## src/rtl/dco_tune_pkg.sv

```systemverilog
package dco_tune_pkg;
    typedef enum logic [0:0] {
        ST_STATIC = 1'b0,
        ST_DITHER = 1'b1
    } dith_state_e;
endpackage

```

## src/rtl/dco_word_latch.sv

```systemverilog
module dco_word_latch #(
    parameter int CW = 8,
    parameter int FW = 4
) (
    input  logic          clk,
    input  logic          rst_n,
    input  logic          load_en,
    input  logic [CW-1:0] coarse_in,
    input  logic [FW-1:0] fine_in,
    output logic [CW-1:0] coarse_q,
    output logic [FW-1:0] fine_q
);
    always_ff @(posedge clk or negedge rst_n) begin
        if (!rst_n) begin
            coarse_q <= '0;
            fine_q   <= '0;
        end else if (load_en) begin
            coarse_q <= coarse_in;
            fine_q   <= fine_in;
        end
    end

    AST_FINE_HOLD: assert property (@(posedge clk) disable iff (!rst_n)
        !load_en |=> $stable(fine_q));
endmodule

```

## src/rtl/dco_sd_mod.sv

```systemverilog
module dco_sd_mod
    import dco_tune_pkg::*;
#(
    parameter int RW = 5
) (
    input  logic          clk,
    input  logic          rst_n,
    input  logic          load_en,
    input  logic [RW-1:0] frac_in,
    output logic          carry_q,
    output dith_state_e   state_q
);
    dith_state_e   state_d;
    logic [RW-1:0] acc_q;
    logic [RW-1:0] frac_q;
    logic [RW:0]   sum;

    assign sum = {1'b0, acc_q} + {1'b0, frac_q};

    always_comb begin
        state_d = state_q;
        unique case (state_q)
            ST_STATIC: if (load_en && frac_in != '0) state_d = ST_DITHER; // GO_DITHER
            ST_DITHER: if (load_en && frac_in == '0) state_d = ST_STATIC; // GO_STATIC
            default:   state_d = ST_STATIC;
        endcase
    end

    always_ff @(posedge clk or negedge rst_n) begin
        if (!rst_n) state_q <= ST_STATIC;
        else        state_q <= state_d;
    end

    always_ff @(posedge clk or negedge rst_n) begin
        if (!rst_n) begin
            acc_q   <= '0;
            frac_q  <= '0;
            carry_q <= 1'b0;
        end else if (load_en) begin
            frac_q  <= frac_in;
            acc_q   <= '0;
            carry_q <= 1'b0;
        end else if (state_q == ST_DITHER) begin
            acc_q   <= sum[RW-1:0];
            carry_q <= sum[RW];
        end else begin
            acc_q   <= '0;
            carry_q <= 1'b0;
        end
    end

    AST_STATIC_NO_CARRY: assert property (@(posedge clk) disable iff (!rst_n)
        (state_q == ST_STATIC) |-> !carry_q);
    AST_ZERO_FRAC_STATIC: assert property (@(posedge clk) disable iff (!rst_n)
        (load_en && frac_in == '0) |=> (state_q == ST_STATIC));
endmodule

```

## src/rtl/dco_thermo_enc.sv

```systemverilog
module dco_thermo_enc #(
    parameter int FW = 4
) (
    input  logic [FW:0]        level,
    output logic [2**FW-1:0]   therm
);
    localparam int NOUT = 2**FW;
    localparam int LW   = FW + 1;

    for (genvar i = 0; i < NOUT; i++) begin : g_bit
        assign therm[i] = (level > LW'(i));
    end
endmodule

```

## src/rtl/dco_tune_encoder.sv

```systemverilog
module dco_tune_encoder
    import dco_tune_pkg::*;
#(
    parameter int CW = 8,
    parameter int FW = 4,
    parameter int RW = 5
) (
    input  logic               clk_dith,
    input  logic               rst_n,
    input  logic               load_en,
    input  logic [CW+FW+RW-1:0] tune_word,
    output logic [CW-1:0]      coarse_en,
    output logic [2**FW-1:0]   fine_en
);
    localparam int TW   = CW + FW + RW;
    localparam int NOUT = 2**FW;

    logic [CW-1:0] coarse_q;
    logic [FW-1:0] fine_q;
    logic          carry_q;
    dith_state_e   state_q;
    logic [FW:0]   level;

    dco_word_latch #(.CW(CW), .FW(FW)) u_latch (
        .clk      (clk_dith),
        .rst_n    (rst_n),
        .load_en  (load_en),
        .coarse_in(tune_word[TW-1 -: CW]),
        .fine_in  (tune_word[RW +: FW]),
        .coarse_q (coarse_q),
        .fine_q   (fine_q)
    );

    dco_sd_mod #(.RW(RW)) u_sd (
        .clk     (clk_dith),
        .rst_n   (rst_n),
        .load_en (load_en),
        .frac_in (tune_word[RW-1:0]),
        .carry_q (carry_q),
        .state_q (state_q)
    );

    assign level = {1'b0, fine_q} + {{FW{1'b0}}, carry_q};

    dco_thermo_enc #(.FW(FW)) u_therm (
        .level(level),
        .therm(fine_en)
    );

    assign coarse_en = coarse_q;

    AST_COARSE_LOAD: assert property (@(posedge clk_dith) disable iff (!rst_n)
        load_en |=> (coarse_en == $past(tune_word[TW-1 -: CW])));
    AST_COARSE_HOLD: assert property (@(posedge clk_dith) disable iff (!rst_n)
        !load_en |=> $stable(coarse_en));
    AST_THERMO_SHAPE: assert property (@(posedge clk_dith) disable iff (!rst_n)
        ((fine_en + NOUT'(1)) & fine_en) == '0);
    AST_COUNT_BAND: assert property (@(posedge clk_dith) disable iff (!rst_n)
        ($countones(fine_en) == int'(fine_q)) || ($countones(fine_en) == int'(fine_q) + 1));
endmodule

```

## config.mk

```make
export PLATFORM = sky130hd
export DESIGN_NAME = dco_tune_encoder
export DESIGN_NICKNAME = d
export VERILOG_FILES = /design/src/rtl/dco_tune_pkg.sv /design/src/rtl/dco_word_latch.sv /design/src/rtl/dco_sd_mod.sv /design/src/rtl/dco_thermo_enc.sv /design/src/rtl/dco_tune_encoder.sv
export SDC_FILE = /design/constraint.sdc
export NUM_CORES = 1
export LEC_CHECK = 0
export ABC_AREA = 1
export BUFFER_PORTS_ARGS = -buffer_cell sky130_fd_sc_hd__clkbuf_2
export CAP_MARGIN = 10
export CELL_PAD_IN_SITES_DETAIL_PLACEMENT = 1
export CELL_PAD_IN_SITES_GLOBAL_PLACEMENT = 2
export CORE_AREA = 2 2 74 76
export DETAILED_ROUTE_END_ITERATION = 12
export DIE_AREA = 0 0 76 78
export MAX_ROUTING_LAYER = met4
export PLACE_DENSITY_LB_ADDON = 0.1
export SLEW_MARGIN = 0
export SYNTH_ARGS = -nofsm -noshare
export SYNTH_HDL_FRONTEND = slang
export SYNTH_SLANG_ARGS = --single-unit
```

## constraint.sdc

```tcl
create_clock -name clk_dith -period 1.73 [get_ports clk_dith]
set_clock_uncertainty 0.15 [all_clocks]
set_input_delay 0.173 -clock clk_dith [delete_from_list [all_inputs] [get_ports clk_dith]]
set_output_delay 0.173 -clock clk_dith [all_outputs]
set_load 0.01 [all_outputs]
```

## Word-level counts from Yosys, hierarchy flattened

Cells that the tools add are included.

| word-level totals | value |
|---|---|
| register bits | 24 |
| input port bits | 20 |
| output and inout port bits | 24 |
| word-level logic and storage cells | 36 |

| operators by class | value |
|---|---|
| mux-type cells | 7 |
| magnitude comparators | 16 |
| reductions and logical operators | 4 |
| bitwise gates (word level) | 1 |
| add/sub/neg operators | 2 |

Operator list:

| kind | count |
|---|---|
| $gt A5 B4 Y1 const B | 8 |
| $gt A5 B3 Y1 const B | 4 |
| $gt A5 B1 Y1 const B | 2 |
| $gt A5 B2 Y1 const B | 2 |
| $mux W5 | 2 |
| $add A5 B5 Y6 | 1 |
| $add A4 B1 Y5 | 1 |
| $logic_not A5 Y1 | 1 |
| $reduce_bool A5 Y1 | 1 |
| $mux W1 | 4 |
| $logic_and A1 B1 Y1 | 2 |
| $pmux W1 S2 | 1 |
| $not A1 Y1 | 1 |

## Logic depth before layout (Yosys ltp)

| logic depth | value |
|---|---|
| word-level depth | 4 |
| gate-level depth with buffers | 8 |
| gate-level depth less buffers | 8 |

## Hierarchy

From an unflattened synthesis, not the netlist that was laid out.

| second synthesis, totals | value |
|---|---|
| cells, all modules | 162 |
| area total of the unflattened synthesis | 1282.5 um^2 |

Modules (own cells, without submodules):

| module | cells an instance | seq. area each (um^2) | instances | area each (um^2) |
|---|---|---|---|---|
| dco_sd_mod | 72 | 300.3 | 1 | 626.9 |
| dco_word_latch | 51 | 300.3 | 1 | 457.9 |
| dco_thermo_enc | 29 | 0.0 | 1 | 133.9 |
| dco_tune_encoder | 10 | 0.0 | 1 | 63.8 |

## Worst setup path after synthesis

OpenSTA, ideal clock, no wires.

| timing | value |
|---|---|
| path kind | reg2out |
| from | register u_latch.fine_q[0] |
| to | output port fine_en[10] |
| required time | 1.407 ns |
| path buffers | 0 |
| arrival time | 1.330 ns |
| stages on the path, launching flop included | 8 |
| setup slack | 0.077 ns |
| path through | dfrtp_1 > ha_1 > ha_1 > nand2_1 > nand2_2 > nand3_1 > nand2_1 > a21oi_1 |

| between the ends | value |
|---|---|
| word-level cells in the longest chain between the ends | 2 |

RTL lines:

| element | RTL line | RTL |
|---|---|---|
| from (decl) | dco_word_latch.sv:11 | `output logic [FW-1:0] fine_q` |
| from (signal assigned) | dco_word_latch.sv:19 | `fine_q <= fine_in;` |
| $add A4 B1 Y5 | dco_tune_encoder.sv:43 | `assign level = {1'b0, fine_q} + {{FW{1'b0}}, carry_q};` |
| $gt A5 B4 Y1 | dco_thermo_enc.sv:11 | `assign therm[i] = (level > LW'(i));` |
| to (decl) | dco_tune_encoder.sv:13 | `output logic [2**FW-1:0] fine_en` |

Every way passes these cells.

## Final worst setup path

| timing | value |
|---|---|
| from | register u_sd.carry_q |
| to | output port fine_en[1] |

| between the ends | value |
|---|---|
| word-level cells in the longest chain between the ends | 2 |

RTL lines:

| element | RTL line | RTL |
|---|---|---|
| from (decl) | dco_sd_mod.sv:10 | `output logic carry_q,` |
| from (signal assigned) | dco_sd_mod.sv:45 | `carry_q <= sum[RW];` |
| $add A4 B1 Y5 | dco_tune_encoder.sv:43 |  |
| $gt A5 B1 Y1 | dco_thermo_enc.sv:11 |  |

Every way passes these cells.

==> impl_metrics.prom <==
# TYPE chip_impl_metric gauge
chip_impl_metric{name="path_clk_slew",unit="ps"} 80
chip_impl_metric{name="post_synthesis_area_per_instance",unit="µm²"} 7.75
chip_impl_metric{name="gp_congestion",unit=""} 0.760
chip_impl_metric{name="internal_power",unit="W"} 0.00117
chip_impl_metric{name="maxCapViolCount",unit=""} 0
chip_impl_info{name="ys_top_cells_by_area",value="dfrtp_1 (45%), nand2_1 (19%), ha_1 (7.5%)"} 1
chip_impl_metric{name="largest_net_degree_at_the_start_of_global_routing",unit=""} 25
chip_impl_info{name="cp-start-kind",value="flip-flop"} 1
chip_impl_metric{name="finalMaxSlewViolations",unit=""} 0
chip_impl_metric{name="drtPass1Iterations",unit=""} 2
chip_impl_metric{name="worstPathMaxFanout",unit=""} 7
chip_impl_info{name="synthDominantAreaCellType",value="dfrtp_1"} 1
chip_impl_metric{name="core_area",unit="µm²"} 5040
chip_impl_metric{name="grt_use_total",unit="%"} 13.7
chip_impl_metric{name="clock_sinks",unit=""} 24
chip_impl_info{name="crit_family",value="flip-flops"} 1
chip_impl_metric{name="setup_viol_count_final",unit=""} 15
chip_impl_info{name="holdCritPathClass",value="in -> reg"} 1
chip_impl_info{name="tritoncts_clock_tree",value="built"} 1
chip_impl_metric{name="yosysSeqAreaShare",unit="%"} 45.0
chip_impl_metric{name="swShare",unit="%"} 31.7
chip_impl_metric{name="power.share.combinational",unit="%"} 32.1
chip_impl_metric{name="share_clk_of_total_power",unit="%"} 28.9
chip_impl_metric{name="syn_nets",unit=""} 201
chip_impl_metric{name="cts-htree-levels",unit=""} 1
chip_impl_metric{name="finish.net_count",unit=""} 272
chip_impl_metric{name="sequentialPowerShare",unit="%"} 39.0
chip_impl_metric{name="hpwl",unit="µm"} 2790
chip_impl_metric{name="ys_async_sr_fraction",unit="%"} 100
chip_impl_metric{name="detail_route.iter0.violations",unit=""} 10
chip_impl_metric{name="totalNegativeSetupSlack",unit="ps"} -2990
chip_impl_metric{name="fin_ws",unit="ps"} -241
chip_impl_metric{name="post_synth_inst_count",unit=""} 172
chip_impl_metric{name="slew_headroom",unit="%"} 58.5
chip_impl_info{name="ys_top_cells_by_count",value="nand2_1 (66), dfrtp_1 (24), inv_1 (21)"} 1
chip_impl_metric{name="worstPathArrival",unit="ps"} 1650
chip_impl_info{name="crit_path_top_delay_cell",value="dfrtp_1"} 1
chip_impl_metric{name="timing.final.crit_period",unit="ps"} 1970
chip_impl_metric{name="fp-row-count",unit=""} 26
chip_impl_metric{name="synth_top_cell_area_share",unit="%"} 45.0
chip_impl_metric{name="synth_cell_type_count",unit=""} 20
chip_impl_metric{name="synthesis.yosys.warnings",unit=""} 0
chip_impl_metric{name="area.growth.synth_to_final",unit="%"} 50.8
chip_impl_metric{name="wl_per_cell",unit="µm"} 11.7
chip_impl_metric{name="fp.dieArea",unit="µm²"} 5930
chip_impl_metric{name="syn-cell-area",unit="µm²"} 1330
chip_impl_metric{name="post-place-ws",unit="ps"} -111
chip_impl_info{name="timing.setup.critical_path_class",value="reg -> out"} 1
chip_impl_info{name="synth_ff_type",value="dfrtp_1"} 1
chip_impl_metric{name="overflow",unit=""} 0
chip_impl_metric{name="final.hold.worst_slack",unit="ps"} -3.72
chip_impl_metric{name="detail_route.drc_violations",unit=""} 0
chip_impl_metric{name="cpPeakStageDelay",unit="ps"} 390
chip_impl_metric{name="first_global_vias",unit=""} 1430
chip_impl_metric{name="deepest_clock_path_buffer_count",unit=""} 2
chip_impl_metric{name="pin_count",unit=""} 44
chip_impl_metric{name="power.net_switching",unit="W"} 0.000543
chip_impl_info{name="setup.worst_path.end_class",value="primary output"} 1
chip_impl_info{name="path_cells",value="ha_2, ha_4, inv_2, nand2_2, nand2_4, inv_2, nor2_4, nand2_1, clkbuf_2"} 1
chip_impl_metric{name="antenna_violating_nets_post_route",unit=""} 0
chip_impl_metric{name="vias_after_detailed_routing",unit=""} 1337
chip_impl_metric{name="grt_antenna_before_repair",unit=""} 0
chip_impl_info{name="status",value="finished with violations"} 1
chip_impl_metric{name="die_wd",unit="µm"} 76
chip_impl_metric{name="insertedDiodeCount",unit=""} 0
chip_impl_metric{name="io_buffer_count",unit=""} 43
chip_impl_metric{name="final_cell_count_no_fill",unit=""} 312
chip_impl_info{name="rsz_0062_raised_after_global_routing",value="true"} 1
chip_impl_metric{name="achievable_clock_frequency",unit="MHz"} 507
chip_impl_info{name="cp_common_cell",value="inv_2"} 1
chip_impl_metric{name="clock_latency",unit="ps"} 270
chip_impl_metric{name="hold_viol_final",unit=""} 1
chip_impl_metric{name="synth-edff-count",unit=""} 0
chip_impl_metric{name="dp_cells",unit=""} 289
chip_impl_info{name="violations_in_the_final_reports",value="negative hold slack, negative setup slack"} 1
chip_impl_metric{name="critical_path_buf_inv_count",unit=""} 3
chip_impl_metric{name="worst_max_slew_pin_slew",unit="ps"} 622
chip_impl_metric{name="finalWirelength",unit="µm"} 3640
chip_impl_info{name="count_leader_synth",value="nand2_1"} 1
chip_impl_metric{name="finalCritPeriodShare",unit="%"} 114
chip_impl_metric{name="cp.required",unit="ps"} 1410
chip_impl_metric{name="number_of_synthesized_register_bits",unit=""} 24
chip_impl_metric{name="layout-drive-gt1-share",unit="%"} 34.7
chip_impl_metric{name="power.static_leakage",unit="nW"} 1.07
chip_impl_info{name="root_buffer",value="clkbuf_8"} 1
chip_impl_metric{name="die_h",unit="µm"} 78
chip_impl_metric{name="powerDensity",unit="nW/µm²"} 852
chip_impl_metric{name="grt_pass1_wl",unit="µm"} 6470
chip_impl_metric{name="worst_ir_drop_vdd",unit="V"} 0.000410
chip_impl_metric{name="starting_density_of_the_core",unit="%"} 26.5
chip_impl_metric{name="cts_made_buffers",unit=""} 3
chip_impl_metric{name="drt-vias-per-instance",unit=""} 4.29
[state kept, by name, summed over array words and instances (netlist names), named ones only]
name,flops
u_latch.coarse_q,8
u_latch.fine_q,4
u_sd.acc_q,5
u_sd.carry_q,1
u_sd.frac_q,5
[worst min-delay path: cells and delay by family]
family | cells | cell delay, ps
compound gates | 1 | 60
buf+inv | 1 | 90
simple gates | 1 | 50
[through the flow]
| stage | util (%) | power [W] | cell area, µm² | hold WS (ps) |
|---|---|---|---|---|
| 3_5_place_dp | 33.3 | 0.00116 | 1680 | 71.7 |
| 4_1_cts | 39.3 | 0.00172 | 1980 | 0.677 |
| 5_1_grt | 39.9 | 0.00185 | 2010 | 14.3 |
| 6_report | 39.9 | 0.00171 | 2010 | -3.72 |
| 2_1_floorplan | - | 0.000965 | 1330 | -273 |
| 3_3_place_gp | 33.3 | 0.00113 | 1680 | 61.6 |
[worst paths after layout]
path	cells after the start	slack, ps	endpoint	start
setup / recovery	9	-240	fine_en[1]	u_sd.carry_q$_DFF_PN0_
hold / removal	3	-4	u_sd.frac_q[1]$_DFFE_PN0P_	tune_word[1]
setup reg to reg	8	130	u_sd.acc_q[4]$_DFF_PN0_	u_sd.frac_q[0]$_DFFE_PN0P_
hold reg to reg	2	330	u_latch.coarse_q[7]$_DFFE_PN0P_	u_latch.coarse_q[7]$_DFFE_PN0P_
max in group asynchronous	2	700	u_latch.fine_q[1]$_DFFE_PN0P_	rst_n
min in group asynchronous	2	290	u_latch.coarse_q[3]$_DFFE_PN0P_	rst_n
[kinds of logic (layout without fill, tap and decap cells)]
group,count (synthesis),in the layout,synth area share (%)
and+or+nand+nor,97,97,32.2
DFF,24,24,45.0
AOI/OAI and AO/OA,18,18,7.04
buffers and inverters,24,94,6.75
adders and majority gates,9,9,9.01
[metal layers]
metal	track usage [%]	up-vias	wire [µm]
met5	-	-	0
met4	2.73	0	21
met3	2.33	4	103
met2	25.3	24	1940
met1	15.6	631	1570
li1	-	678	-
[cell usage in the layout, fill, tap and decap left out, types with 2 or more instances in the layout]
cell / instances
nand2_1: 59
nand3_4: 2
inv_2: 5
o21ai_0: 9
inv_1: 16
clkbuf_8: 3
ha_4: 2
a21oi_1: 6
ha_1: 5
clkbuf_2: 38
a21oi_2: 2
nor2_1: 15
buf_2: 5
nor2_4: 2
dlygate4sd3_1: 17
buf_4: 9
nand3_1: 4
dfrtp_1: 23
nand4_1: 2
nand3_2: 2
nand2_2: 7
[power groups by stage]
stage / combinational (W) / sequential [W] / clock [W]
final: 0.000551 / 0.000669 / 0.000495
after CTS: 0.000542 / 0.000669 / 0.000509
after global routing: 0.000626 / 0.000680 / 0.000545
after floorplan: 0.000288 / 0.000676 / 0
after detailed placement: 0.000478 / 0.000678 / 0
after global placement: 0.000459 / 0.000674 / 0
[final cells by class]
type | instances | area (µm²)
Clock inverter | 1 | 30.0
Sequential cell | 24 | 602
Fill cell | 640 | 3030
Tap cell | 70 | 87.6
Clock buffer | 3 | 41.3
Multi-Input combinational cell | 124 | 718
Inverter | 21 | 78.8
Timing Repair Buffer | 69 | 453
[what timing repair did]
item	in CTS	in global routing
hold buffers	17	0
pin swaps	9	7
setup endpoints to repair	16	17
hold endpoints to repair	40	0
resized for setup	15	15
buffers inserted	1	1
Power figures use the tool's default switching activity.
